## src/rtl/pil_pkg.sv

```systemverilog
// Package: shared constants and register word indices for the per-CPU
// level combiner. Assumes a 32-bit word and 15 levels below the soft field.
package pil_pkg;
    localparam int DW         = 32;
    localparam int NLVL       = 15;
    localparam int SOFT_SHIFT = 16;
    localparam int SOFT_LSB   = SOFT_SHIFT + 1;
    localparam int TMR_BIT    = 14;
    localparam int L15_BIT    = 15;
    localparam int AW         = 2;
    localparam logic [DW-1:0] SOFT_MASK = ~((32'd1 << SOFT_LSB) - 32'd1);

    typedef enum logic [AW-1:0] {
        W_PEND = 2'd0,
        W_CLR  = 2'd1,
        W_SET  = 2'd2,
        W_RSV  = 2'd3
    } word_e;
endpackage

```

## src/rtl/pil_regs.sv

```systemverilog
// Pending-state holder: stores soft bits, the level-15 flag, the timer flag
// and the routed levels, and exposes both the next state (for the output
// stage) and the stored pending word (for readback).
// Assumes one write per cycle; a broadcast edge wins over a clear write.
module pil_regs
    import pil_pkg::*;
(
    input  logic                   clk,
    input  logic                   rst_n,
    input  logic                   wr_en_i,
    input  logic [AW-1:0]          wr_addr_i,
    input  logic [DW-1:0]          wr_data_i,
    input  logic [NLVL:1]          routed_i,
    input  logic                   timer_i,
    input  logic                   bcast_i,
    output logic [DW-1:SOFT_LSB]   soft_n_o,
    output logic [NLVL:1]          hard_n_o,
    output logic                   tmr_n_o,
    output logic                   l15_n_o,
    output logic [DW-1:0]          pend_o
);
    logic [DW-1:0] soft_q, soft_d;
    logic [NLVL:1] hard_q;
    logic          tmr_q, l15_q, l15_d, bc_q;
    logic          do_set, do_clr, rise, fall;

    assign do_set = wr_en_i && (wr_addr_i == W_SET);
    assign do_clr = wr_en_i && (wr_addr_i == W_CLR);
    assign rise   = bcast_i && !bc_q;
    assign fall   = !bcast_i && bc_q;

    // Next soft bits: set or clear under the soft mask.
    always_comb begin
        soft_d = soft_q;
        if (do_set)
            soft_d = soft_q | (wr_data_i & SOFT_MASK);
        else if (do_clr)
            soft_d = soft_q & ~(wr_data_i & SOFT_MASK);
    end

    // Next level-15 flag: input edges first, then the clear write.
    always_comb begin
        l15_d = l15_q;
        if (rise)
            l15_d = 1'b1;
        else if (fall)
            l15_d = 1'b0;
        else if (do_clr && wr_data_i[L15_BIT])
            l15_d = 1'b0;
    end

    // State registers.
    always_ff @(posedge clk) begin
        if (!rst_n) begin
            soft_q <= '0;
            hard_q <= '0;
            tmr_q  <= 1'b0;
            l15_q  <= 1'b0;
            bc_q   <= 1'b0;
        end else begin
            soft_q <= soft_d;
            hard_q <= routed_i;
            tmr_q  <= timer_i;
            l15_q  <= l15_d;
            bc_q   <= bcast_i;
        end
    end

    assign soft_n_o = soft_d[DW-1:SOFT_LSB];
    assign hard_n_o = routed_i;
    assign tmr_n_o  = timer_i;
    assign l15_n_o  = l15_d;

    // Pending word assembly for readback.
    always_comb begin
        pend_o                 = soft_q & SOFT_MASK;
        pend_o[NLVL:1]         = hard_q;
        pend_o[TMR_BIT]        = hard_q[TMR_BIT] | tmr_q;
        pend_o[L15_BIT]        = hard_q[L15_BIT] | l15_q;
    end

    assert_set_R3: assert property (@(posedge clk) disable iff (!rst_n)
        do_set |=> ((pend_o & $past(wr_data_i) & SOFT_MASK) == ($past(wr_data_i) & SOFT_MASK)));

    assert_clr_R4: assert property (@(posedge clk) disable iff (!rst_n)
        do_clr |=> ((pend_o[DW-1:SOFT_LSB] & $past(wr_data_i[DW-1:SOFT_LSB])) == '0));

    assert_rise_R7: assert property (@(posedge clk) disable iff (!rst_n)
        rise |=> pend_o[L15_BIT]);

    assert_hold_R7: assert property (@(posedge clk) disable iff (!rst_n)
        (bcast_i && bc_q && !do_clr) |=> ($past(l15_q) == l15_q));
endmodule

```

## src/rtl/pil_merge.sv

```systemverilog
// Output stage: forms each level line from the next pending state and
// registers it. Master-off gates only the timer and level-15 terms.
// Assumes soft bit j+16 maps to level j and no level 0 exists.
module pil_merge
    import pil_pkg::*;
(
    input  logic                 clk,
    input  logic                 rst_n,
    input  logic [DW-1:SOFT_LSB] soft_n_i,
    input  logic [NLVL:1]        hard_n_i,
    input  logic                 tmr_n_i,
    input  logic                 l15_n_i,
    input  logic                 master_off_i,
    output logic [NLVL:1]        irl_o
);
    logic [NLVL:1] lvl_d;

    for (genvar j = 1; j <= NLVL; j++) begin : g_lvl
        if (j == TMR_BIT) begin : g_tmr
            assign lvl_d[j] = hard_n_i[j] | soft_n_i[j+SOFT_SHIFT] | (tmr_n_i & !master_off_i);
        end else if (j == L15_BIT) begin : g_l15
            assign lvl_d[j] = hard_n_i[j] | soft_n_i[j+SOFT_SHIFT] | (l15_n_i & !master_off_i);
        end else begin : g_plain
            assign lvl_d[j] = hard_n_i[j] | soft_n_i[j+SOFT_SHIFT];
        end
    end

    // Registered level lines.
    always_ff @(posedge clk) begin
        if (!rst_n) irl_o <= '0;
        else        irl_o <= lvl_d;
    end

    assert_gate_R9: assert property (@(posedge clk) disable iff (!rst_n)
        (master_off_i && !hard_n_i[TMR_BIT] && !soft_n_i[TMR_BIT+SOFT_SHIFT]) |=> !irl_o[TMR_BIT]);

    assert_soft_R8: assert property (@(posedge clk) disable iff (!rst_n)
        soft_n_i[1+SOFT_SHIFT] |=> irl_o[1]);

    assert_hard_R8: assert property (@(posedge clk) disable iff (!rst_n)
        hard_n_i[NLVL] |=> irl_o[NLVL]);
endmodule

```

## src/rtl/pil_combiner.sv

```systemverilog
// Top of the per-CPU level combiner: state holder, output stage and a
// word-indexed readback mux. Assumes the system router has already applied
// the per-source masks to routed_lvl_i.
module pil_combiner
    import pil_pkg::*;
(
    input  logic                 clk,
    input  logic                 rst_n,
    input  logic                 wr_en_i,
    input  logic [1:0]           wr_addr_i,
    input  logic [31:0]          wr_data_i,
    input  logic [1:0]           rd_addr_i,
    output logic [31:0]          rd_data_o,
    input  logic [15:1]          routed_lvl_i,
    input  logic                 timer_i,
    input  logic                 bcast15_i,
    input  logic                 master_off_i,
    output logic [15:1]          irl_o
);
    logic [DW-1:SOFT_LSB] soft_n;
    logic [NLVL:1]        hard_n;
    logic                 tmr_n, l15_n;
    logic [DW-1:0]        pend;

    pil_regs u_regs (
        .clk       (clk),
        .rst_n     (rst_n),
        .wr_en_i   (wr_en_i),
        .wr_addr_i (wr_addr_i),
        .wr_data_i (wr_data_i),
        .routed_i  (routed_lvl_i),
        .timer_i   (timer_i),
        .bcast_i   (bcast15_i),
        .soft_n_o  (soft_n),
        .hard_n_o  (hard_n),
        .tmr_n_o   (tmr_n),
        .l15_n_o   (l15_n),
        .pend_o    (pend)
    );

    pil_merge u_merge (
        .clk          (clk),
        .rst_n        (rst_n),
        .soft_n_i     (soft_n),
        .hard_n_i     (hard_n),
        .tmr_n_i      (tmr_n),
        .l15_n_i      (l15_n),
        .master_off_i (master_off_i),
        .irl_o        (irl_o)
    );

    // Readback: only the pending word is visible.
    always_comb begin
        rd_data_o = (rd_addr_i == W_PEND) ? pend : '0;
    end

    assert_zero_R2: assert property (@(posedge clk) disable iff (!rst_n)
        (pend[0] == 1'b0) && (pend[SOFT_SHIFT] == 1'b0));

    assert_rst_R1: assert property (@(posedge clk)
        !rst_n |=> (irl_o == '0) && (pend == '0));

    assert_tmr_R6: assert property (@(posedge clk) disable iff (!rst_n)
        timer_i |=> pend[TMR_BIT]);
endmodule

```

## config.mk

```make
export PLATFORM = sky130hd
export DESIGN_NAME = pil_combiner
export DESIGN_NICKNAME = d
export VERILOG_FILES = /design/src/rtl/pil_pkg.sv /design/src/rtl/pil_regs.sv /design/src/rtl/pil_merge.sv /design/src/rtl/pil_combiner.sv
export SDC_FILE = /design/constraint.sdc
export NUM_CORES = 1
export LEC_CHECK = 0
export BUFFER_PORTS_ARGS = -buffer_cell sky130_fd_sc_hd__buf_2
export CELL_PAD_IN_SITES_DETAIL_PLACEMENT = 1
export CELL_PAD_IN_SITES_GLOBAL_PLACEMENT = 1
export CORE_UTILIZATION = 36
export CTS_BUF_LIST = sky130_fd_sc_hd__clkbuf_2 sky130_fd_sc_hd__clkbuf_4 sky130_fd_sc_hd__clkbuf_8
export DETAILED_ROUTE_END_ITERATION = 8
export PLACE_DENSITY_LB_ADDON = 0.1
export SLEW_MARGIN = 20
export SYNTH_ARGS = -nofsm -noshare
export SYNTH_HDL_FRONTEND = slang
export SYNTH_SLANG_ARGS = --single-unit
export TNS_END_PERCENT = 100
```

## constraint.sdc

```tcl
create_clock -name clk -period 1.8 [get_ports clk]
set_input_delay 0.27 -clock clk [delete_from_list [all_inputs] [get_ports clk]]
set_output_delay 0.27 -clock clk [all_outputs]
set_load 0.02 [all_outputs]
```

* Yosys cells after proc, flatten, opt, wreduce, memory -nomap -nowiden
Index checks and enable logic that the tools add are counted.
Word-level totals: flip-flop bits (word level) 65, output and inout port bits 47, word-level logic and storage cells 49
Operators by class: eq/ne operators 2, muxes and demuxes 6, bitwise operators 24, reduce and logical (&&, ||, !) cells 10
Operator list (number):
- two-way mux 32 bit | 3
- AND 32 bit | 1
- inverter 32 bit | 1
- OR 32 bit | 1
- OR 1 bit | 19
- logical AND 1 bit | 5
- zero test 1 bit | 3
- two-way mux 1 bit | 3
- AND 1 bit | 2
- equality test 2 x 1 -> 1 bit, second input constant | 1
- equality test 2 bit, second input constant | 1
- zero test 2 bit | 1
- nonzero test 2 bit | 1

* Longest topological paths before layout
Gate-level depths: netlist of the first run.
depth in word-level cells 8, gate-level depth with buffers 4

* Cells and area by module
Synthesis of the first run repeated with hierarchy kept, for this count alone.
Unflattened totals: cells, all modules 249, area, all modules 2509.9 sq um
Modules (own cells, without submodules):
- pil_regs | times used 1, cells an instance 178, area each 1610.3 sq um
- pil_combiner | times used 1, cells an instance 38, area each 457.9 sq um
- pil_merge | times used 1, cells an instance 33, area each 441.7 sq um

* Least setup slack after synthesis of the first run
No wires, ideal clock.
path type in2out, start point in rd_addr_i[1], end point out rd_data_o[23], arrival time 0.889 ns, required time 1.530 ns, slack 0.641 ns, cell stages on the path 3, cell sequence nor2_1 clkbuf_1 and2_1
Between the ends: cells in the longest elaborated chain, start to end 2
Ends and longest elaborated chain:
- start: declaration | RTL line pil_combiner.sv:12 | input logic [1:0] rd_addr_i,
- zero test 2 bit | RTL line pil_combiner.sv:54 | rd_data_o = (rd_addr_i == W_PEND) ? pend : '0;
- two-way mux 32 bit | RTL line pil_combiner.sv:54
- end: declaration | RTL line pil_combiner.sv:13 | output logic [31:0] rd_data_o,
No other way between the ends.

* Worst setup path after layout of the first run
start point in rd_addr_i[1], end point out rd_data_o[31]
Same word-level chain as after synthesis.

==> flow_summary.yaml, run 1 <==
floorplanning:
  dieArea_sq_um: 5730
  io_pins: 104
  rows: 26
  initial_core_util_pct: 37.8
  die_x_um: 75.7
  core_area_sq_um: 5170
  die_h_um: 75.7
sta:
  fin_setup_tns_ns: 0
  worst_slew_margin_rel_pct: 64.7
  skew_ns: 0.00571
  max_clock_freq_mhz: 770
  post-route-period-util_pct: 72.2
  finalHoldViolations: 0
  setup_viol: 0
  slew_violations: 0
  timing.hold.ws_ns: 0.175
  rsz0062_at_grt: "no"
  worst_slack_ns: 0.501
  post-route-min-period_ns: 1.30
  tightest_slew_ns: 0.529
placed_design:
  dp_hpwl_um: 3310
  placed_cells: 342
  placed_area_sq_um: 2420
  gp_congestion: 0.700
  place_ws_ns: 0.345
  port_buffers: 85
power_and_ir_drop:
  power.density_nw_per_um2: 895
  ir_drop_uv: 390
  p_leak_nw: 1.17
clock_tree:
  cts_sinks: 48
  cts-root-buf: "clkbuf_8"
  numCtsBuffers: 5
  path_clk_slew_ns: 0.09
  worstSkewPairLatency_ns: 0.30
  ctsHoldBuffers: 0
  cts.htree.levels: 2
  cts_setup_buffers: 0
  clk_path_buf_depth: 2
  cts_resized: 0
  cts_tree: "built"
outcome:
  status: "finished clean"
setup_path:
  critPathSlowestCell: "buf_12"
  worst_path_most_repeated_cell: "buf_2"
  arrival_ns: 1.03
  crit_chain: "buf_2 > nor2_2 > buf_12 > and2_1 > buf_2"
  critical_path.max_fanout: 30
  startpoint_type: "input port"
  cp.required_ns: 1.53
  critPathMaxStageDelay_ns: 0.18
  worst-setup-path-type: "in -> out"
  cp-end-kind: "primary output"
yosys:
  synth.most_common_cell: "and2_1"
  yosysSeqAreaShare_pct: 49.2
  synth_edf_count: 0
  yosys-top-cells-area: "dfxtp_1 (49%), and2_1 (18%), o21a_1 (6.1%)"
  synth-warning-count: 0
  ys_top_cells_by_count: "and2_1 (56), dfxtp_1 (48), o21a_1 (16)"
  yosysTopAreaCellShare_pct: 49.2
  syn_inst: 201
  synthesis.area_sq_um: 1950
  ys_seq_elements: 48
  synth.avg_cell_area_sq_um: 9.72
  synthArstFlopShare_pct: 0
  yosys.area.top_type: "dfxtp_1"
  synthDistinctLibCells: 25
  ys.flop_type: "dfxtp_1"
global_route:
  grt_use_total_pct: 17.3
  grt_first_pass_wirelength_um: 7300
  grt_antenna_before_repair: 0
  grt-ovfl-total: 0
  grt_pass1_vias: 1629
  grt_max_degree: 33
cells_and_area:
  num_antenna_cells: 0
  seqCellArea_sq_um: 961
  num-fill-cells: 633
  multiInputGateArea_sq_um: 900
  design_area_sq_um: 2530
  drive_gt1_share_pct: 34.6
  syn_to_final_growth_pct: 29.5
  nets: 336
  finalNonFillerCells: 350
routing:
  vias_per_cell: 4.84
  drt_wl_total_um: 4610
  drt_iter0_drc: 87
  firstDrtPassIters: 4
  routedWlPerCell_um: 13.2
  num_vias: 1693
  route.detailed.drc: 0
  ant_nets: 0
job:
  maxCapViolCount: 0
hold_path:
  hold_class: "in -> reg"
-- layout by cell type, fill, tap and decap left out, drive strengths merged --
cell type	n
buf	88
and2	56
dfxtp	48
o21a	16
a31oi	15
nand3b	13
o2bb2ai	12
clkbuf	6
inv	3
nor2	3
nand2	2
o31a	2
nor2b	2
conb	2
o21ai	2
nand4b	1
o2111ai	1
a2bb2oi	1
nor3b	1
o221ai	1
and4b	1
nor4	1
nor3	1
clkinv	1
bufinv	1
-- routing by layer --
layer	track usage (%)	share of wire [%]	vias to the layer above
li1	-	-	845
met1	19.9	45	790
met2	30.5	47	52
met3	5.16	6.7	6
met4	6.17	1.4	0
met5	0	0	-
-- flip-flops by register name (all words and copies together) (netlist names) --
register / cells
u_regs.soft_q: 15
u_regs.l15_q: 1
u_regs.hard_q: 15
u_merge.irl_o: 15
u_regs.bc_q: 1
u_regs.tmr_q: 1
-- cells by family after synthesis --
group           after synthesis  share of synthesized area [%]
simple gates                 81                           26.4
compound gates               50                           19.1
flops                        48                           49.2
buf+inv                      21                           5.12
other cells                   1                          0.192
-- metrics by stage --
step	utilization, %	total power [W]
detailed placement	46.8	0.00152
global route	48.9	0.00238
CTS	48.9	0.00230
global placement	46.8	0.00151
finish	48.9	0.00227
floorplan	-	0.00139
-- path summary, 6_finish.rpt --
check,to,start,cells past startpoint,slack (ns)
worst max register to register,u_merge.irl_o[15],u_regs.soft_q[31],3,0.84
worst max-delay path,rd_data_o[31],rd_addr_i[1],5,0.50
worst min register to register,u_regs.l15_q,u_regs.bc_q,1,0.50
worst min-delay path,u_regs.hard_q[4],routed_lvl_i[4],2,0.17
-- cell type report --
class	count	area share, %
clock buffers	6	3.02
flip-flops and latches	48	38.0
repair buffers	88	18.2
multi-input cells	133	35.5
inverters	3	0.445
clock inverters	2	1.38
well taps	70	3.46
-- worst max-delay path, delay by kind of cell --
family	cells	cell delay, ns
and+or+nand+nor	2	0.31
buffers and inverters	3	0.45
-- where the power goes --
group	leakage, nW	total, W	switching, W	internal [W]
clock network	0.0586	0.000780	0.000352	0.000428
logic	0.718	0.000333	0.000188	0.000145
registers	0.398	0.00115	0.0000241	0.00113
total	1.17	0.00227	0.000564	0.00170
Note: power is estimated with default switching activity, not from simulation.
==> inputs of run 2 (changes only) <==
--- a/config.mk
+++ b/config.mk
@@ -8,7 +8,7 @@
 export BUFFER_PORTS_ARGS = -buffer_cell sky130_fd_sc_hd__buf_2
 export CELL_PAD_IN_SITES_DETAIL_PLACEMENT = 1
 export CELL_PAD_IN_SITES_GLOBAL_PLACEMENT = 1
-export CORE_UTILIZATION = 36
+export CORE_UTILIZATION = 30
 export CTS_BUF_LIST = sky130_fd_sc_hd__clkbuf_2 sky130_fd_sc_hd__clkbuf_4 sky130_fd_sc_hd__clkbuf_8
 export DETAILED_ROUTE_END_ITERATION = 8
 export PLACE_DENSITY_LB_ADDON = 0.1
==> constraint.sdc (replaced) <==
create_clock -name clk -period 1.1 [get_ports clk]
set_input_delay 0.165 -clock clk [delete_from_list [all_inputs] [get_ports clk]]
set_output_delay 0.165 -clock clk [all_outputs]
set_load 0.02 [all_outputs]
==> flow_summary.yaml, run 2 (same netlist as run 1, synthesis figures left out) <==
outcome:
  status: "finished clean"
cells_and_area:
  top_regs: "u_merge.irl_o x15, u_regs.hard_q x15, u_regs.soft_q x15"
  final_cell_mix: "buf_2 (57), and2_1 (51), dfxtp_1 (32)"
  nets: 352
  layout_commonest_cell: "buf_2"
  drive_gt1_share_pct: 45.3
  design_area_sq_um: 2840
  syn_to_final_growth_pct: 45.1
  num_antenna_cells: 0
clock_tree:
  cts_sinks: 48
  cts-root-buf: "clkbuf_8"
  numCtsBuffers: 5
  worstSkewPairLatency_ns: 0.29
  clk_path_buf_depth: 2
  cts_tree: "built"
  ctsHoldBuffers: 0
  cts.htree.levels: 2
  path_clk_slew_ns: 0.09
routing:
  routedWlPerCell_um: 13.3
  drt_iter0_drc: 45
  vias_per_cell: 4.77
  drt_wl_total_um: 4970
  route.detailed.drc: 0
  ant_nets: 0
  num_vias: 1780
  firstDrtPassIters: 4
sta:
  timing.hold.ws_ns: 0.0822
  post-route-period-util_pct: 98.9
  max_clock_freq_mhz: 920
  rsz0062_at_grt: "yes"
  finalHoldViolations: 0
  slew_violations: 0
  setup_viol: 0
  skew_ns: 0.000922
  post-route-min-period_ns: 1.09
global_route:
  use_met2_pct: 24.2
  grt_use_met3_pct: 3.85
  use_met1_pct: 18.1
  grt_pass1_vias: 1608
  top_usage_layer: "met2"
  grt-ovfl-total: 0
  grt_antenna_before_repair: 0
  grt_first_pass_wirelength_um: 7450
  grt_use_total_pct: 14.5
  grt_max_degree: 31
power_and_ir_drop:
  power.internal_w: 0.00286
  p_leak_nw: 1.29
  p_clk_share_pct: 33.4
  pwr-share-comb_pct: 16.7
  p_sw_share_pct: 24.5
  p_sw_w: 0.000929
  power_w: 0.00379
  power.density_nw_per_um2: 1340
  p_seq_share_pct: 49.9
  ir_drop_uv: 529
floorplanning:
  initial_core_util_pct: 31.0
  core_area_sq_um: 6310
  io_pins: 104
  dieArea_sq_um: 6840
  die_h_um: 82.7
  rows: 29
  die_x_um: 82.7
setup_path:
  worst-setup-path-type: "reg -> out"
  cp-end-kind: "primary output"
  cp.required_ns: 0.94
  critical_path.max_fanout: 2
  arrival_ns: 0.92
  startpoint_type: "register"
placed_design:
  port_buffers: 85
  gp_congestion: 0.737
  placed_area_sq_um: 2520
  dp_hpwl_um: 3620
hold_path:
  hold_class: "in -> reg"
job:
  maxCapViolCount: 0
-- run 2: worst max-delay path, stage by stage (launching register included) --
cell     delay (ns)
dfxtp_2        0.33
o21a_1         0.18
buf_6          0.13
-- run 2: power by group through the flow --
stage	Sequential, W	Clock (W)	Combinational [W]
finish	0.00189	0.00126	0.000634
global route	0.00190	0.00138	0.000705
CTS	0.00189	0.00132	0.000601
detailed placement	0.00193	0	0.000592
global placement	0.00193	0	0.000584
floorplan	0.00198	0	0.000296
-- run 2: final timing paths --
path / to / startpoint / slack [ns] / depth (start not counted)
setup / recovery: rd_data_o[15] / u_regs.l15_q / 0.01 / 2
hold / removal: u_regs.hard_q[7] / routed_lvl_i[7] / 0.08 / 2
hold reg to reg: u_regs.l15_q / u_regs.bc_q / 0.47 / 1
setup reg to reg: u_merge.irl_o[1] / u_regs.soft_q[17] / 0.11 / 4
-- run 2: per-layer routing --
metal / share of wire, % / vias up
met1: 45 / 853
met3: 5.4 / 4
met4: 0.80 / 0
li1: - / 875
met2: 48 / 48
met5: 0 / -
-- run 2: timing repair --
action | CTS | global route
endpoints found under the setup margin | 16 | 28
pin swaps | 1 | 0
resized for setup | 22 | 40
buffers inserted | 0 | 7
-- run 2: through the flow --
stage | std cells | utilization (%) | TNS, ns | worst slack, ns
finish | 373 | 44.9 | 0 | 0.0125
global placement | 358 | 39.9 | -0.242 | -0.0450
floorplan | 202 | - | 0 | 0.151
detailed placement | 358 | 39.9 | -0.527 | -0.0798
CTS | 366 | 42.4 | -0.00577 | -0.00313
global route | 373 | 44.9 | -0.0513 | -0.0167
-- run 2: layout make-up --
cell class / count / area [sq um]
Clock inverter: 2 / 35.0
Timing Repair Buffer: 104 / 724
Sequential cell: 48 / 981
Inverter: 3 / 11.3
Tap cell: 77 / 96.3
Fill cell: 771 / 3480
Clock buffer: 6 / 76.3
Multi-Input combinational cell: 133 / 912
